`src/rtl/isoc_split_seq.sv`:
```
module isoc_split_seq #(
  parameter int UF_W = 3,
  localparam int NUF = 1 << UF_W
) (
  input  logic            clk,
  input  logic            rst,
  input  logic            load,
  input  logic [7:0]      status_in,
  input  logic            is_in,
  input  logic            uframe_tick,
  input  logic [UF_W-1:0] uframe_idx,
  input  logic [NUF-1:0]  s_mask,
  input  logic [NUF-1:0]  c_mask,
  output logic            req_valid,
  output logic            req_complete,
  output logic [UF_W-1:0] req_uframe,
  input  logic            rsp_valid,
  input  logic [2:0]      rsp_code,
  output logic [7:0]      status_out,
  output logic [NUF-1:0]  cprog_out
);
  localparam logic [2:0] C_ERR = 3'd1, C_XACT = 3'd2, C_BAB = 3'd3, C_DBUF = 3'd4;

  logic            act, st, f_err, f_dbuf, f_bab, f_xact, f_miss, pend, rv, rc;
  logic [UF_W-1:0] cur;
  logic [NUF-1:0]  cp;

  logic            n_act, n_st, n_err, n_dbuf, n_bab, n_xact, n_miss, n_pend, n_rv, n_rc;
  logic [UF_W-1:0] n_cur;
  logic [NUF-1:0]  n_cp;
  logic [NUF-1:0]  above;
  logic            last_cs;

  assign above   = (c_mask >> cur) >> 1;
  assign last_cs = (above == '0);

  always_comb begin
    n_act = act;  n_st = st;  n_err = f_err;  n_dbuf = f_dbuf;  n_bab = f_bab;
    n_xact = f_xact;  n_miss = f_miss;  n_pend = pend;  n_cur = cur;  n_cp = cp;
    n_rv = 1'b0;  n_rc = rc;
    if (rsp_valid && pend) begin
      n_pend = 1'b0;
      if (act) begin
        if (rsp_code == C_ERR) begin
          n_err = 1'b1;  n_act = 1'b0;
        end else if (rsp_code == C_BAB) begin
          n_bab = 1'b1;  n_act = 1'b0;
        end else if (rsp_code == C_DBUF) begin
          n_dbuf = 1'b1;  n_act = 1'b0;
        end else if (rsp_code == C_XACT && is_in) begin
          n_xact = 1'b1;  n_act = 1'b0;
        end else if (!st) begin
          n_st = 1'b1;
        end else begin
          n_cp[cur] = 1'b1;
          if (last_cs) n_act = 1'b0;
        end
      end
    end
    if (uframe_tick) begin
      if (pend) begin
        if (n_act && n_st && c_mask[uframe_idx]) begin
          n_miss = 1'b1;  n_act = 1'b0;
        end
      end else if (n_act && (n_st ? c_mask[uframe_idx] : s_mask[uframe_idx])) begin
        n_pend = 1'b1;  n_rv = 1'b1;  n_rc = n_st;  n_cur = uframe_idx;
      end
    end
  end

  always_ff @(posedge clk) begin
    if (rst || load) begin
      act <= load ? status_in[7] : 1'b0;
      st  <= load ? status_in[1] : 1'b0;
      {f_err, f_dbuf, f_bab, f_xact, f_miss} <= '0;
      pend <= 1'b0;  rv <= 1'b0;  rc <= 1'b0;  cur <= '0;  cp <= '0;
    end else begin
      act <= n_act;  st <= n_st;  f_err <= n_err;  f_dbuf <= n_dbuf;  f_bab <= n_bab;
      f_xact <= n_xact;  f_miss <= n_miss;  pend <= n_pend;  rv <= n_rv;  rc <= n_rc;
      cur <= n_cur;  cp <= n_cp;
    end
  end

  assign req_valid    = rv;
  assign req_complete = rc;
  assign req_uframe   = cur;
  assign status_out   = {act, f_err, f_dbuf, f_bab, f_xact, f_miss, st, 1'b0};
  assign cprog_out    = cp;
endmodule

```
`config.mk`:
```
export PLATFORM = sky130hd
export DESIGN_NAME = isoc_split_seq
export DESIGN_NICKNAME = d
export VERILOG_FILES = /design/src/rtl/isoc_split_seq.sv
export SDC_FILE = /design/constraint.sdc
export NUM_CORES = 1
export LEC_CHECK = 0
export BUFFER_PORTS_ARGS = -buffer_cell sky130_fd_sc_hd__buf_2
export CAP_MARGIN = 5
export CORE_MARGIN = 10
export CORE_UTILIZATION = 48
export CTS_BUF_LIST = sky130_fd_sc_hd__clkbuf_4 sky130_fd_sc_hd__clkbuf_8 sky130_fd_sc_hd__clkbuf_16
export CTS_CLUSTER_SIZE = 14
export DETAILED_ROUTE_END_ITERATION = 6
export PLACE_DENSITY = 0.81
export SLEW_MARGIN = 10
export SYNTH_ARGS = -nofsm -noshare
export SYNTH_HDL_FRONTEND = slang
export SYNTH_SLANG_ARGS = --single-unit
```
`constraint.sdc`:
```
create_clock -name clk -period 4.5 [get_ports clk]
set_clock_uncertainty 0.15 [all_clocks]
set_input_delay 0.675 -clock clk [delete_from_list [all_inputs] [get_ports clk]]
set_output_delay 0.675 -clock clk [all_outputs]
set_load 0.01 [all_outputs]
```
After elaboration in Yosys (flattened, before gate mapping)
Cells that the tools add are included.

Flip-flop bits (word level): 21. Bits of input ports: 36. Output and inout port bits: 21. Word-level logic and storage cells: 76.

Order comparisons: 3. Equal/unequal tests: 4. Shift-type cells: 1. Multiplexer cells: 33. Bitwise operators: 7. Reductions and logical operators: 16.

Operator list (count): 1-bit two-way mux (30); 3-bit AND reduction (3); 8-bit logical NOT (1); 3-bit by 4-bit less-than comparator with 1-bit output, second input constant (2); 8-bit bitwise OR (1); 8-bit by 3-bit right shift with 8-bit output (1); 7-bit AND reduction (1); 1-bit binary-select mux with 3-bit select (2); 3-bit by 2-bit == test with 1-bit output, second input constant (2); 1-bit logical AND (6); 1-bit NOT (6); 6-bit AND reduction (1); 5-bit AND reduction (1); 4-bit AND reduction (1); 1-bit demux with 3-bit select (1); 3-bit by 1-bit == test with 1-bit output, second input constant (1); 3-bit == test, second input constant (1); 3-bit by 1-bit greater-or-equal comparator with 1-bit output, second input constant (1); 3-bit OR reduction (1); 1-bit logical OR (1).

Longest topological paths before layout
Depth after elaboration: 16. Depth in mapped cells: 6. Mapped depth without buffers: 5.

Worst setup path before layout
Ideal clock, no wire load.

Path type: input-to-reg. Start point: input rsp_code[1]. End point: register cp[7], in the netlist cprog_out[7]. Setup time: 0.128 ns. Arrival time: 1.711 ns. Setup slack: 2.512 ns. Cell stages on the path: 5. Path buffers: 0. Cell sequence: or3b_2 -> o211a_1 -> and3_1 -> a31oi_1 -> nor2_1.

Cells in the longest elaborated chain, start to end: 4.

RTL lines: from (decl) (RTL line 18) `input logic [2:0] rsp_code,`; 3-bit by 2-bit == test with 1-bit output (RTL line 50) `end else if (rsp_code == C_XACT && is_in) begin`; 1-bit logical AND (RTL line 50); 1-bit NOT (no line); 7-bit AND reduction (no line) (*); to (signal assigned) (RTL line 80) `cur <= n_cur; cp <= n_cp;`; to (decl) (RTL line 26) `logic [NUF-1:0] cp;`.

Mark *: on every way between the ends. The rest lies on a longest branch, timed or not. A chain may end at the register's enable or synchronous reset.

Final worst setup path
Start point: input uframe_idx[0]. End point: register act.

Cells in the longest elaborated chain, start to end: 7.

RTL lines: from (decl) (RTL line 11) `input logic [UF_W-1:0] uframe_idx,`; 1-bit binary-select mux with 3-bit select (RTL line 62) `if (n_act && n_st && c_mask[uframe_idx]) begin`; 1-bit two-way mux (implied by the code) (RTL line 62); 1-bit logical AND (RTL line 62); 1-bit two-way mux (RTL line 62); 1-bit two-way mux (RTL line 61) `if (pend) begin`; 1-bit two-way mux (RTL line 60) `if (uframe_tick) begin`; 1-bit two-way mux (RTL line 72) `if (rst || load) begin`; to (signal assigned) (RTL line 73) `act <= load ? status_in[7] : 1'b0;`; to (signal assigned) (RTL line 78) `act <= n_act; st <= n_st; f_err <= n_err; f_dbuf <= n_dbuf; f_bab <= n_bab;`; to (decl) (RTL line 24) `logic act, st, f_err, f_dbuf, f_bab, f_xact, f_miss, pend, rv, rc;`.

Every way passes these cells. The select of a mux whose other input is x is not followed.

==> flow_summary_export.csv <==
group,metric,value,unit
sta,hold_viol,0,
route,drt-total-wl,2990,um
grt,antenna_found_initial,0,
worst_setup_path,worst-r2r-setup-slack,2550,ps
min_path,hold_start,"req_complete$_SDFFE_PN0P_",
min_path,hp-class,"reg -> reg",
worst_setup_path,path_delay_family,"multiplexers",
grt,grt_start_max_net_pins,13,
worst_setup_path,r2r_end,"pend$_SDFF_PN0_",
min_path,holdPathStages,2,
placed_design,port_buffers,49,
logic_synthesis,netlist_instances,127,
cts,clkSlewWorstSetupHoldPaths,120,ps
worst_setup_path,cp.arrival,2070,ps
logic_synthesis,synthFlopType,"dfxtp_1",
cts,post-cts-setup-buffers,0,
cts,cts-hold-fix-buffers,0,
floorplan,design.core.area,0.00221,sq mm
logic_synthesis,synth_top_area_cell,"dfxtp_1",
worst_setup_path,required,4600,ps
logic_synthesis,postSynth.asyncResetShare,0,%
worst_setup_path,critPathSlowestCell,"mux4_1",
logic_synthesis,yosysMostFrequentCell,"dfxtp_1",
floorplan,die-area,0.00465,sq mm
cts,cts_buffer_depth,2,
worst_setup_path,crit_chain,"buf_2 -> mux4_1 -> mux2i_1 -> a21oi_1 -> and3_1 -> o21ai_1",
sta,finalSetupTns,0,ps
grt,track_usage,13.3,%
sta,setup_viol,0,
layout,drive_gt1_share,34.3,%
run_status,outcome,"finished, final reports clean",
min_path,min_to,"req_complete$_SDFFE_PN0P_",
layout,n_antenna_cell,0,
grt,grt-ovfl-total,0,
worst_setup_path,endpoint_kind,"register",
floorplan,pin_count,57,
sta,period_needed,1970,ps
route,postRouteAntennaNets,0,
floorplan,chipWidth,68.2,um
sta,worst_slew_pin_slew,777,ps
worst_setup_path,rr_startpoint,"req_uframe[2]$_SDFFE_PN0P_",
sta,worst_slew_margin_rel,48.0,%
floorplan,num_rows,17,
worst_setup_path,slowest_delay,570,ps
layout,final_cell_area,0.00135,sq mm
logic_synthesis,synth_cell_type_count,34,
worst_setup_path,crit_type,"in -> reg",
power_and_ir_drop,leakagePower,0.630,nW
power_and_ir_drop,totalPowerFinal,0.333,mW
logic_synthesis,synthTopCellsByCount,"dfxtp_1 (21), nor2_1 (16), nand2_1 (13)",
worst_setup_path,cp-start-kind,"primary input",
floorplan,die-height,68.2,um
logic_synthesis,ys_seq_elements,21,
route,drc,0,
logic_synthesis,synthTopCellsByArea,"dfxtp_1 (38%), mux4_1 (9.4%), buf_4 (5.4%), nor2_1 (5.4%), a21oi_1 (4.9%)",
floorplan,start_util,50.3,%
power_and_ir_drop,p_per_area,247,mW/mm^2
logic_synthesis,syn_area,0.00111,sq mm
sta,slew_viol_final,0,
layout,area_delta_synth_final,21.0,%
cts,cts_resized,0,
placed_design,placed_cell_area,0.00132,sq mm
cts,worstSkewPairLatency,310,ps
route,wl_per_cell,15.2,um
route,first_iter_violations,54,
cts,cts_root_buf,"clkbuf_4",
placed_design,dp.final_hpwl,2420,um
cts,numCtsBuffers,3,
placed_design,gp_congestion,0.859,
logic_synthesis,avgSynthCellArea,8.77,sq um
sta,post-route-period-util,43.8,%
logic_synthesis,syn_nets,163,
logic_synthesis,yosysTopAreaCellShare,37.8,%
run,drv_cap,0,
worst_setup_path,crit_fanout,5,
worst_setup_path,cp_num_buf_inv,1,
power_and_ir_drop,vdd_drop_max,195,uV
layout,fin_util,60.9,%
logic_synthesis,synth_edf_count,0,
grt,grt_pass1_wl,4860,um
route,num_vias,1070,
logic_synthesis,yosysSeqAreaShare,37.8,%
route,viasPerCell,5.43,
logic_synthesis,synth_warnings,0,
sta,max_freq,507,MHz
grt,grt_pass1_vias,1145,
worst_setup_path,ff2ff_path_depth,5,
layout,n_fill_cell,226,
layout,final_nets,206,
sta,rsz0062_at_grt,"no",
cts,clock-sinks,21,
cts,cts_tree,"done",
route,firstDrtPassIters,4,
cts,cts-htree-levels,1,
-- metal layers --
metal,GRT usage (%),part of all wire (%)
met1,13.5,38
met2,24.2,50
met3,6.85,12
met4,2.01,0.67
met5,0,0
-- worst max-delay path by stage --
| stage | start | cells past startpoint | endpoint |
|---|---|---|---|
| floorplan | rsp_code[1] | 5 | cprog_out[7]$_SDFFE_PN0P_ |
| global placement | uframe_idx[0] | 6 | pend$_SDFF_PN0_ |
| detailed placement | uframe_idx[0] | 6 | pend$_SDFF_PN0_ |
| CTS | uframe_idx[0] | 6 | act$_DFF_P_ |
| global route | req_uframe[2]$_SDFFE_PN0P_ | 5 | f_miss$_SDFFE_PN0P_ |
| finish | uframe_idx[0] | 6 | act$_DFF_P_ |
-- state kept, by name, summed over array words and instances, names as in the netlist --
register,cells
cprog_out,8
req_uframe,3
act,1
f_bab,1
f_dbuf,1
f_err,1
f_miss,1
f_xact,1
pend,1
req_complete,1
req_valid,1
st,1
-- cell families after synthesis --
kind of cell    synth area share (%)
flops                           37.8
compound gates                  17.1
buf+inv                         7.98
other cells                    0.337
mux                             13.9
simple gates                    22.9
-- cells in the final DEF, fill, tap and decap left out, types with 2 or more instances in the layout --
master,n
nand2_1,13
clkbuf_4,3
o31ai_1,3
mux4_1,4
nand3_1,3
buf_2,49
o21a_1,2
a31oi_1,3
a21oi_1,11
nor2_1,16
nor3_1,5
nor2b_1,4
o21ai_0,3
and3_1,3
mux2i_1,5
dfxtp_1,21
inv_1,4
-- power by group --
| part | internal (mW) | leakage (nW) | switching (mW) |
|---|---|---|---|
| Sequential | 0.188 | 0.170 | 0.00335 |
| Combinational | 0.0246 | 0.442 | 0.0259 |
| Clock | 0.0332 | 0.0177 | 0.0579 |
| Total | 0.246 | 0.630 | 0.0872 |
-- tightest hold or removal path, delay by kind of cell, from the launching register on --
kind	cells	cell delay, ps
AOI/OAI and AO/OA	1	60
and+or+nand+nor	1	50
DFF	1	330
-- final cells by class --
class                      count  area [sq um]  area share (%)
clock buffer                   3          22.5            1.67
clock inverter                 1          5.00           0.371
inverter                       4          15.0            1.11
multi-input combinational     91           604            44.8
sequential                    21           420            31.2
tap                           28          35.0            2.60
timing repair buffer          49           245            18.2
-- per-stage QoR --
step                worst slack (ps)  hold WS (ps)  cells
floorplan                       2510           276    127
global placement                2260           285    193
detailed placement              2200           298    193
CTS                             2540           324    197
global route                    2410           366    197
finish                          2530           319    197
Power figures use the tool's default switching activity.
